**src/rtl/cstr_pkg.sv**
```systemverilog
package cstr_pkg;

    typedef enum logic {
        ACC_FAST = 1'b0,
        ACC_SLOW = 1'b1
    } acc_speed_t;

    typedef struct packed {
        logic audio;
        logic timer;
    } line_evt_t;

    // Decide the speed of the next access from the address and the lock bit.
    function automatic acc_speed_t cstr_decode(input logic [15:0] a, input logic lock);
        logic low_page;
        logic io_win;
        logic ram_win;
        low_page = ((a & 16'hFCE0) == 16'h0000);
        io_win   = ((a & 16'hFF80) == 16'h0280);
        ram_win  = ((a & 16'hFE80) == 16'h0480);
        return ((low_page && lock) || io_win || ram_win) ? ACC_SLOW : ACC_FAST;
    endfunction

endpackage

```
**src/rtl/cstr_cycle_seq.sv**
```systemverilog
module cstr_cycle_seq
    import cstr_pkg::*;
#(
    parameter int FAST_TICKS    = 4,
    parameter int SLOW_TICKS    = 6,
    parameter int HALT_WIN_FAST = 2,
    parameter int HALT_WIN_SLOW = 3,
    parameter int CNT_W         = 32
) (
    input  logic             clk,
    input  logic             rst,
    input  logic [15:0]      pc_addr,
    input  logic             lock_bit,
    input  logic             halt_req,
    input  logic             resume_req,
    output logic             cpu_step,
    output logic             haltable,
    output logic             halted,
    output logic             slow_cycle,
    output logic [CNT_W-1:0] cycle_count
);
    localparam int TICK_W = $clog2(SLOW_TICKS);
    localparam logic [TICK_W-1:0] LAST_FAST = TICK_W'(FAST_TICKS - 1);
    localparam logic [TICK_W-1:0] LAST_SLOW = TICK_W'(SLOW_TICKS - 1);
    localparam logic [TICK_W-1:0] WIN_FAST  = TICK_W'(HALT_WIN_FAST);
    localparam logic [TICK_W-1:0] WIN_SLOW  = TICK_W'(HALT_WIN_SLOW);

    logic [TICK_W-1:0] pos_q;
    acc_speed_t        speed_q;
    logic              halted_q;
    logic              halt_pend_q;
    logic              resume_pend_q;
    logic [CNT_W-1:0]  count_q;
    logic              cycle_last;
    logic              halted_next;

    always_comb begin
        cycle_last = (pos_q == ((speed_q == ACC_SLOW) ? LAST_SLOW : LAST_FAST));
        haltable   = (pos_q < ((speed_q == ACC_SLOW) ? WIN_SLOW : WIN_FAST));
        cpu_step   = cycle_last && !halted_q;
        // Halt applies first, resume after it, so resume wins.
        halted_next = halted_q;
        if (halt_pend_q)   halted_next = 1'b1;
        if (resume_pend_q) halted_next = 1'b0;
    end

    always_ff @(posedge clk) begin
        if (rst) begin
            pos_q         <= '0;
            speed_q       <= ACC_FAST;
            halted_q      <= 1'b0;
            halt_pend_q   <= 1'b0;
            resume_pend_q <= 1'b0;
            count_q       <= '0;
        end else if (cycle_last) begin
            pos_q         <= '0;
            speed_q       <= cstr_decode(pc_addr, lock_bit);
            halted_q      <= halted_next;
            halt_pend_q   <= halt_req;
            resume_pend_q <= resume_req;
            count_q       <= count_q + 1'b1;
        end else begin
            pos_q         <= pos_q + 1'b1;
            halt_pend_q   <= halt_pend_q | halt_req;
            resume_pend_q <= resume_pend_q | resume_req;
        end
    end

    assign halted      = halted_q;
    assign slow_cycle  = (speed_q == ACC_SLOW);
    assign cycle_count = count_q;

    // position never passes the last tick of the current cycle length
    assert_pos_bound_R1: assert property (@(posedge clk) disable iff (rst)
        pos_q <= ((speed_q == ACC_SLOW) ? LAST_SLOW : LAST_FAST));

    // speed is held for the whole cycle
    assert_speed_hold_R4: assert property (@(posedge clk) disable iff (rst)
        !cycle_last |=> $stable(speed_q));

    // the haltable window closes before the boundary tick
    assert_haltable_early_R5: assert property (@(posedge clk) disable iff (rst)
        haltable |-> !cycle_last);

    // halted state moves only at a boundary
    assert_halt_boundary_R6: assert property (@(posedge clk) disable iff (rst)
        !cycle_last |=> $stable(halted_q));

    // one count per processor cycle, halted or not
    assert_count_step_R7: assert property (@(posedge clk) disable iff (rst)
        cycle_last |=> (count_q == $past(count_q) + 1'b1));

endmodule

```
**src/rtl/cstr_line_timer.sv**
```systemverilog
module cstr_line_timer
    import cstr_pkg::*;
#(
    parameter int HC_WRAP   = 454,
    parameter int AUD_POS_A = 113,
    parameter int AUD_POS_B = 340,
    parameter int TIMER_DIV = 4
) (
    input  logic                       clk,
    input  logic                       rst,
    output logic [$clog2(HC_WRAP)-1:0] hcount,
    output line_evt_t                  evt
);
    localparam int HC_W  = $clog2(HC_WRAP);
    localparam int DIV_W = $clog2(TIMER_DIV);
    localparam logic [HC_W-1:0]  HC_LAST  = HC_W'(HC_WRAP - 1);
    localparam logic [HC_W-1:0]  AUD_A    = HC_W'(AUD_POS_A);
    localparam logic [HC_W-1:0]  AUD_B    = HC_W'(AUD_POS_B);
    localparam logic [DIV_W-1:0] DIV_LAST = DIV_W'(TIMER_DIV - 1);

    logic [HC_W-1:0]  hc_q;
    logic [DIV_W-1:0] div_q;

    always_ff @(posedge clk) begin
        if (rst) begin
            hc_q  <= '0;
            div_q <= '0;
        end else begin
            hc_q  <= (hc_q == HC_LAST) ? '0 : hc_q + 1'b1;
            div_q <= (div_q == DIV_LAST) ? '0 : div_q + 1'b1;
        end
    end

    always_comb begin
        evt.audio = (hc_q == AUD_A) || (hc_q == AUD_B);
        evt.timer = (div_q == DIV_LAST);
    end

    assign hcount = hc_q;

    // counter stays inside the line and wraps to zero
    assert_hc_range_R8: assert property (@(posedge clk) disable iff (rst)
        hc_q <= HC_LAST);
    assert_hc_wrap_R8: assert property (@(posedge clk) disable iff (rst)
        (hc_q == HC_LAST) |=> (hc_q == '0));

    // the timer tick is a single-tick pulse
    assert_timer_pulse_R9: assert property (@(posedge clk) disable iff (rst)
        evt.timer |=> !evt.timer);

endmodule

```
**src/rtl/cpu_clk_stretch.sv**
```systemverilog
module cpu_clk_stretch
    import cstr_pkg::*;
#(
    parameter int FAST_TICKS    = 4,
    parameter int SLOW_TICKS    = 6,
    parameter int HALT_WIN_FAST = 2,
    parameter int HALT_WIN_SLOW = 3,
    parameter int CNT_W         = 32,
    parameter int HC_WRAP       = 454,
    parameter int AUD_POS_A     = 113,
    parameter int AUD_POS_B     = 340,
    parameter int TIMER_DIV     = 4
) (
    input  logic                       clk,
    input  logic                       rst,
    input  logic [15:0]                pc_addr,
    input  logic                       lock_bit,
    input  logic                       halt_req,
    input  logic                       resume_req,
    output logic                       cpu_step,
    output logic                       haltable,
    output logic                       halted,
    output logic                       slow_cycle,
    output logic [CNT_W-1:0]           cycle_count,
    output logic [$clog2(HC_WRAP)-1:0] hcount,
    output logic                       audio_strobe,
    output logic                       timer_tick
);
    line_evt_t line_evt;

    cstr_cycle_seq #(
        .FAST_TICKS    (FAST_TICKS),
        .SLOW_TICKS    (SLOW_TICKS),
        .HALT_WIN_FAST (HALT_WIN_FAST),
        .HALT_WIN_SLOW (HALT_WIN_SLOW),
        .CNT_W         (CNT_W)
    ) u_seq (
        .clk         (clk),
        .rst         (rst),
        .pc_addr     (pc_addr),
        .lock_bit    (lock_bit),
        .halt_req    (halt_req),
        .resume_req  (resume_req),
        .cpu_step    (cpu_step),
        .haltable    (haltable),
        .halted      (halted),
        .slow_cycle  (slow_cycle),
        .cycle_count (cycle_count)
    );

    cstr_line_timer #(
        .HC_WRAP   (HC_WRAP),
        .AUD_POS_A (AUD_POS_A),
        .AUD_POS_B (AUD_POS_B),
        .TIMER_DIV (TIMER_DIV)
    ) u_line (
        .clk    (clk),
        .rst    (rst),
        .hcount (hcount),
        .evt    (line_evt)
    );

    assign audio_strobe = line_evt.audio;
    assign timer_tick   = line_evt.timer;

    // a step can only be issued while not halted
    assert_step_unhalted_R1: assert property (@(posedge clk) disable iff (rst)
        cpu_step |-> !halted);

endmodule

```
**config.mk**
```make
export PLATFORM = sky130hd
export DESIGN_NAME = cpu_clk_stretch
export DESIGN_NICKNAME = d
export VERILOG_FILES = /design/src/rtl/cstr_pkg.sv /design/src/rtl/cstr_cycle_seq.sv /design/src/rtl/cstr_line_timer.sv /design/src/rtl/cpu_clk_stretch.sv
export SDC_FILE = /design/constraint.sdc
export NUM_CORES = 1
export LEC_CHECK = 0
export BUFFER_PORTS_ARGS = -buffer_cell sky130_fd_sc_hd__buf_2
export CORE_UTILIZATION = 52
export CTS_CLUSTER_DIAMETER = 150
export DETAILED_ROUTE_END_ITERATION = 7
export HOLD_SLACK_MARGIN = 0.06
export PLACE_DENSITY = 0.84
export SYNTH_ARGS = -nofsm -noshare
export SYNTH_HDL_FRONTEND = slang
export SYNTH_SLANG_ARGS = --single-unit
export TNS_END_PERCENT = 30
```
**constraint.sdc**
```tcl
create_clock -name clk -period 2.3 [get_ports clk]
set_clock_uncertainty 0.05 [all_clocks]
set_input_delay 0.345 -clock clk [delete_from_list [all_inputs] [get_ports clk]]
set_output_delay 0.345 -clock clk [all_outputs]
set_load 0.05 [all_outputs]
```
==> impl_metrics.toml <==
[run_status]
status = "completed"

[floorplanning]
die_x_um = 71.84
die_area_um2 = 5160
initial_core_util = 0.5405
fp-row-count = 25
core_um2 = 4692
io_pins = 68
fp.dieH_um = 71.84

[layout]
syn_to_final_growth_pct = 17.46
fin_nets = 368
design_area_um2 = 2979
drive_above_1_share = 0.2485
instances_no_fill = 396
utilization = 0.6349
antenna-diode-count = 0

[yosys]
yosys-top-cells-count = "50 x dfxtp_1, 34 x nor2_1, 19 x a21oi_1"
yosys.area.top_type = "dfxtp_1"
ys_warn_count = 0
synth_cell_types = 45
yosysMostFrequentCell = "dfxtp_1"
synth_edf_count = 0
syn_area_per_cell_um2 = 9.026
seq_area_frac_synth = 0.3947
syn_area_um2 = 2536
synth.top_cell.area_share = 0.3947
synth_top_cells_by_area = "dfxtp_1 39%, nor2_1 5.0%, mux2_1 4.0%"
async_flop_share = 0
synthCells = 281
synthesis.nets = 308
ys.flop_type = "dfxtp_1"
ys_ff_latch = 50

[global_routing]
grt_pass1_vias = 2077
grt_use_total = 0.2098
grt_pass1_wl_mm = 8.756
antenna_found_initial = 0
grt_max_degree = 34
gr-total-overflow = 0

[worst_setup_path]
path_class = "register to output pin"
arrival_ns = 1.73
end_kind = "output pin"
startpoint_type = "register"
worst-endpoint-required_ns = 1.90
cp_max_fo = 8

[routing]
drt_iter0_drc = 186
via_count = 2245
routed_wl_mm = 5.214
firstDrtPassIters = 4
drc = 0
via_per_inst = 5.669
routedWlPerCell_um = 13.17
ant_nets = 0

[run]
max_cap_viol_count = 0

[power_and_ir_drop]
report.power.total_mw = 1.636
p_leak_nw = 1.181
peakVddDrop_v = 0.0003696
p_per_area_nw_per_um2 = 549.0

[hold_path]
min_path_type = "input port to register"

[clocking]
ctsRootBufferMaster = "clkbuf_8"
cts_buffers = 5
clkTransAtPathRegs_ns = 0.08
cts_resized = 0
cts_setup_buffers = 0
clock_path_buffers = 2
hold_buffers = 0
cts_tree = "built"
clock-sinks = 50
cts_max_level = 2
clock_latency_ns = 0.29

[sta]
fin_ws_ns = 0.1780
finalSetupViolations = 0
fmaxAchievable_mhz = 471.3
fin_crit_ns = 2.122
finalSetupTns_ns = 0
holdWs_ns = 0.2246
fin_crit_sh = 0.9226
slew_headroom = 0.5645
hold_viol_final = 0
slew_violations = 0
rsz0062_at_grt = "no"
worst_slew_pin_slew_ns = 0.6533

[placed_design]
post-place-ws_ns = 0.2680
io_buffers = 62
gp_congestion = 0.8008
placed_area_um2 = 2873
placed_cells = 388
dp_hpwl_mm = 3.693
==> final timing paths <==
| kind | slack, ns | cells after the start | from | end |
|---|---|---|---|---|
| max | 0.18 | 4 | u_line.hcount[0]$_SDFF_PP0_ | audio_strobe |
| min | 0.22 | 3 | halt_req | u_seq.halt_pend_q$_SDFF_PP0_ |
| max reg2reg | 0.24 | 5 | u_seq.cycle_count[7]$_SDFFE_PP0P_ | u_seq.cycle_count[30]$_SDFFE_PP0P_ |
| min reg2reg | 0.39 | 1 | u_line.div_q[0]$_SDFF_PP0_ | u_line.div_q[0]$_SDFF_PP0_ |
==> layout make-up <==
cell class | count | area (µm²)
repair buffers | 67 | 347.8
fillers | 419 | 1713
well taps | 54 | 67.56
clock inverters | 1 | 30.03
multi-input cells | 211 | 1434
flip-flops and latches | 50 | 1001
inverters | 6 | 22.52
clock buffers | 7 | 76.32
==> critical path, stage by stage (launching register included) <==
cell      delay [ns]
dfxtp_1         0.48
ha_1            0.23
a32oi_1         0.15
nor4bb_4        0.28
buf_2           0.30
==> routing by layer <==
metal	share of wire	track usage	up-vias
met4	0.0081	0.05882	0
met5	0	0	-
met3	0.037	0.03376	4
li1	-	-	1147
met1	0.46	0.2574	1042
met2	0.49	0.3784	52
==> cell usage in the layout, fill, tap and decap left out, drive strengths merged, types with 3 or more instances in the layout <==
| master | netlist | final |
|---|---|---|
| clkbuf | 5 | 7 |
| xnor2 | 10 | 10 |
| dfxtp | 50 | 50 |
| xor2 | 7 | 7 |
| o31ai | 12 | 12 |
| a21oi | 19 | 19 |
| or4 | 13 | 13 |
| nand4 | 9 | 9 |
| nor4 | 9 | 9 |
| mux2 | 9 | 9 |
| a211oi | 4 | 4 |
| nand2 | 17 | 17 |
| nor2 | 34 | 34 |
| nor3 | 3 | 3 |
| inv | 6 | 6 |
| nor2b | 12 | 12 |
| nand3 | 14 | 14 |
| ha | 6 | 6 |
| a2111oi | 3 | 3 |
| and4 | 6 | 6 |
| buf | 9 | 67 |
==> state kept, by name, summed over array words and instances (netlist names) <==
register             cells
u_seq.pos_q              3
u_line.div_q             2
u_seq.slow_cycle         1
u_seq.resume_pend_q      1
u_seq.halt_pend_q        1
u_seq.cycle_count       32
u_seq.halted             1
u_line.hcount            9
==> cells by family after synthesis <==
group,share of synthesized area
multiplexers,0.03996
flip-flops,0.3947
AO/OA/AOI/OAI,0.1189
AND/OR/NAND/NOR,0.3123
buffers and inverters,0.04588
XOR/XNOR,0.05871
adder cells (fa/ha/maj),0.02960
==> power breakdown <==
| part | total [mW] | switching, mW | internal [mW] |
|---|---|---|---|
| Clock | 0.593 | 0.268 | 0.326 |
| Sequential | 0.905 | 0.0219 | 0.883 |
| Combinational | 0.138 | 0.0883 | 0.0494 |
| Total | 1.64 | 0.378 | 1.26 |
No activity file was read; power rests on OpenSTA's default activity.
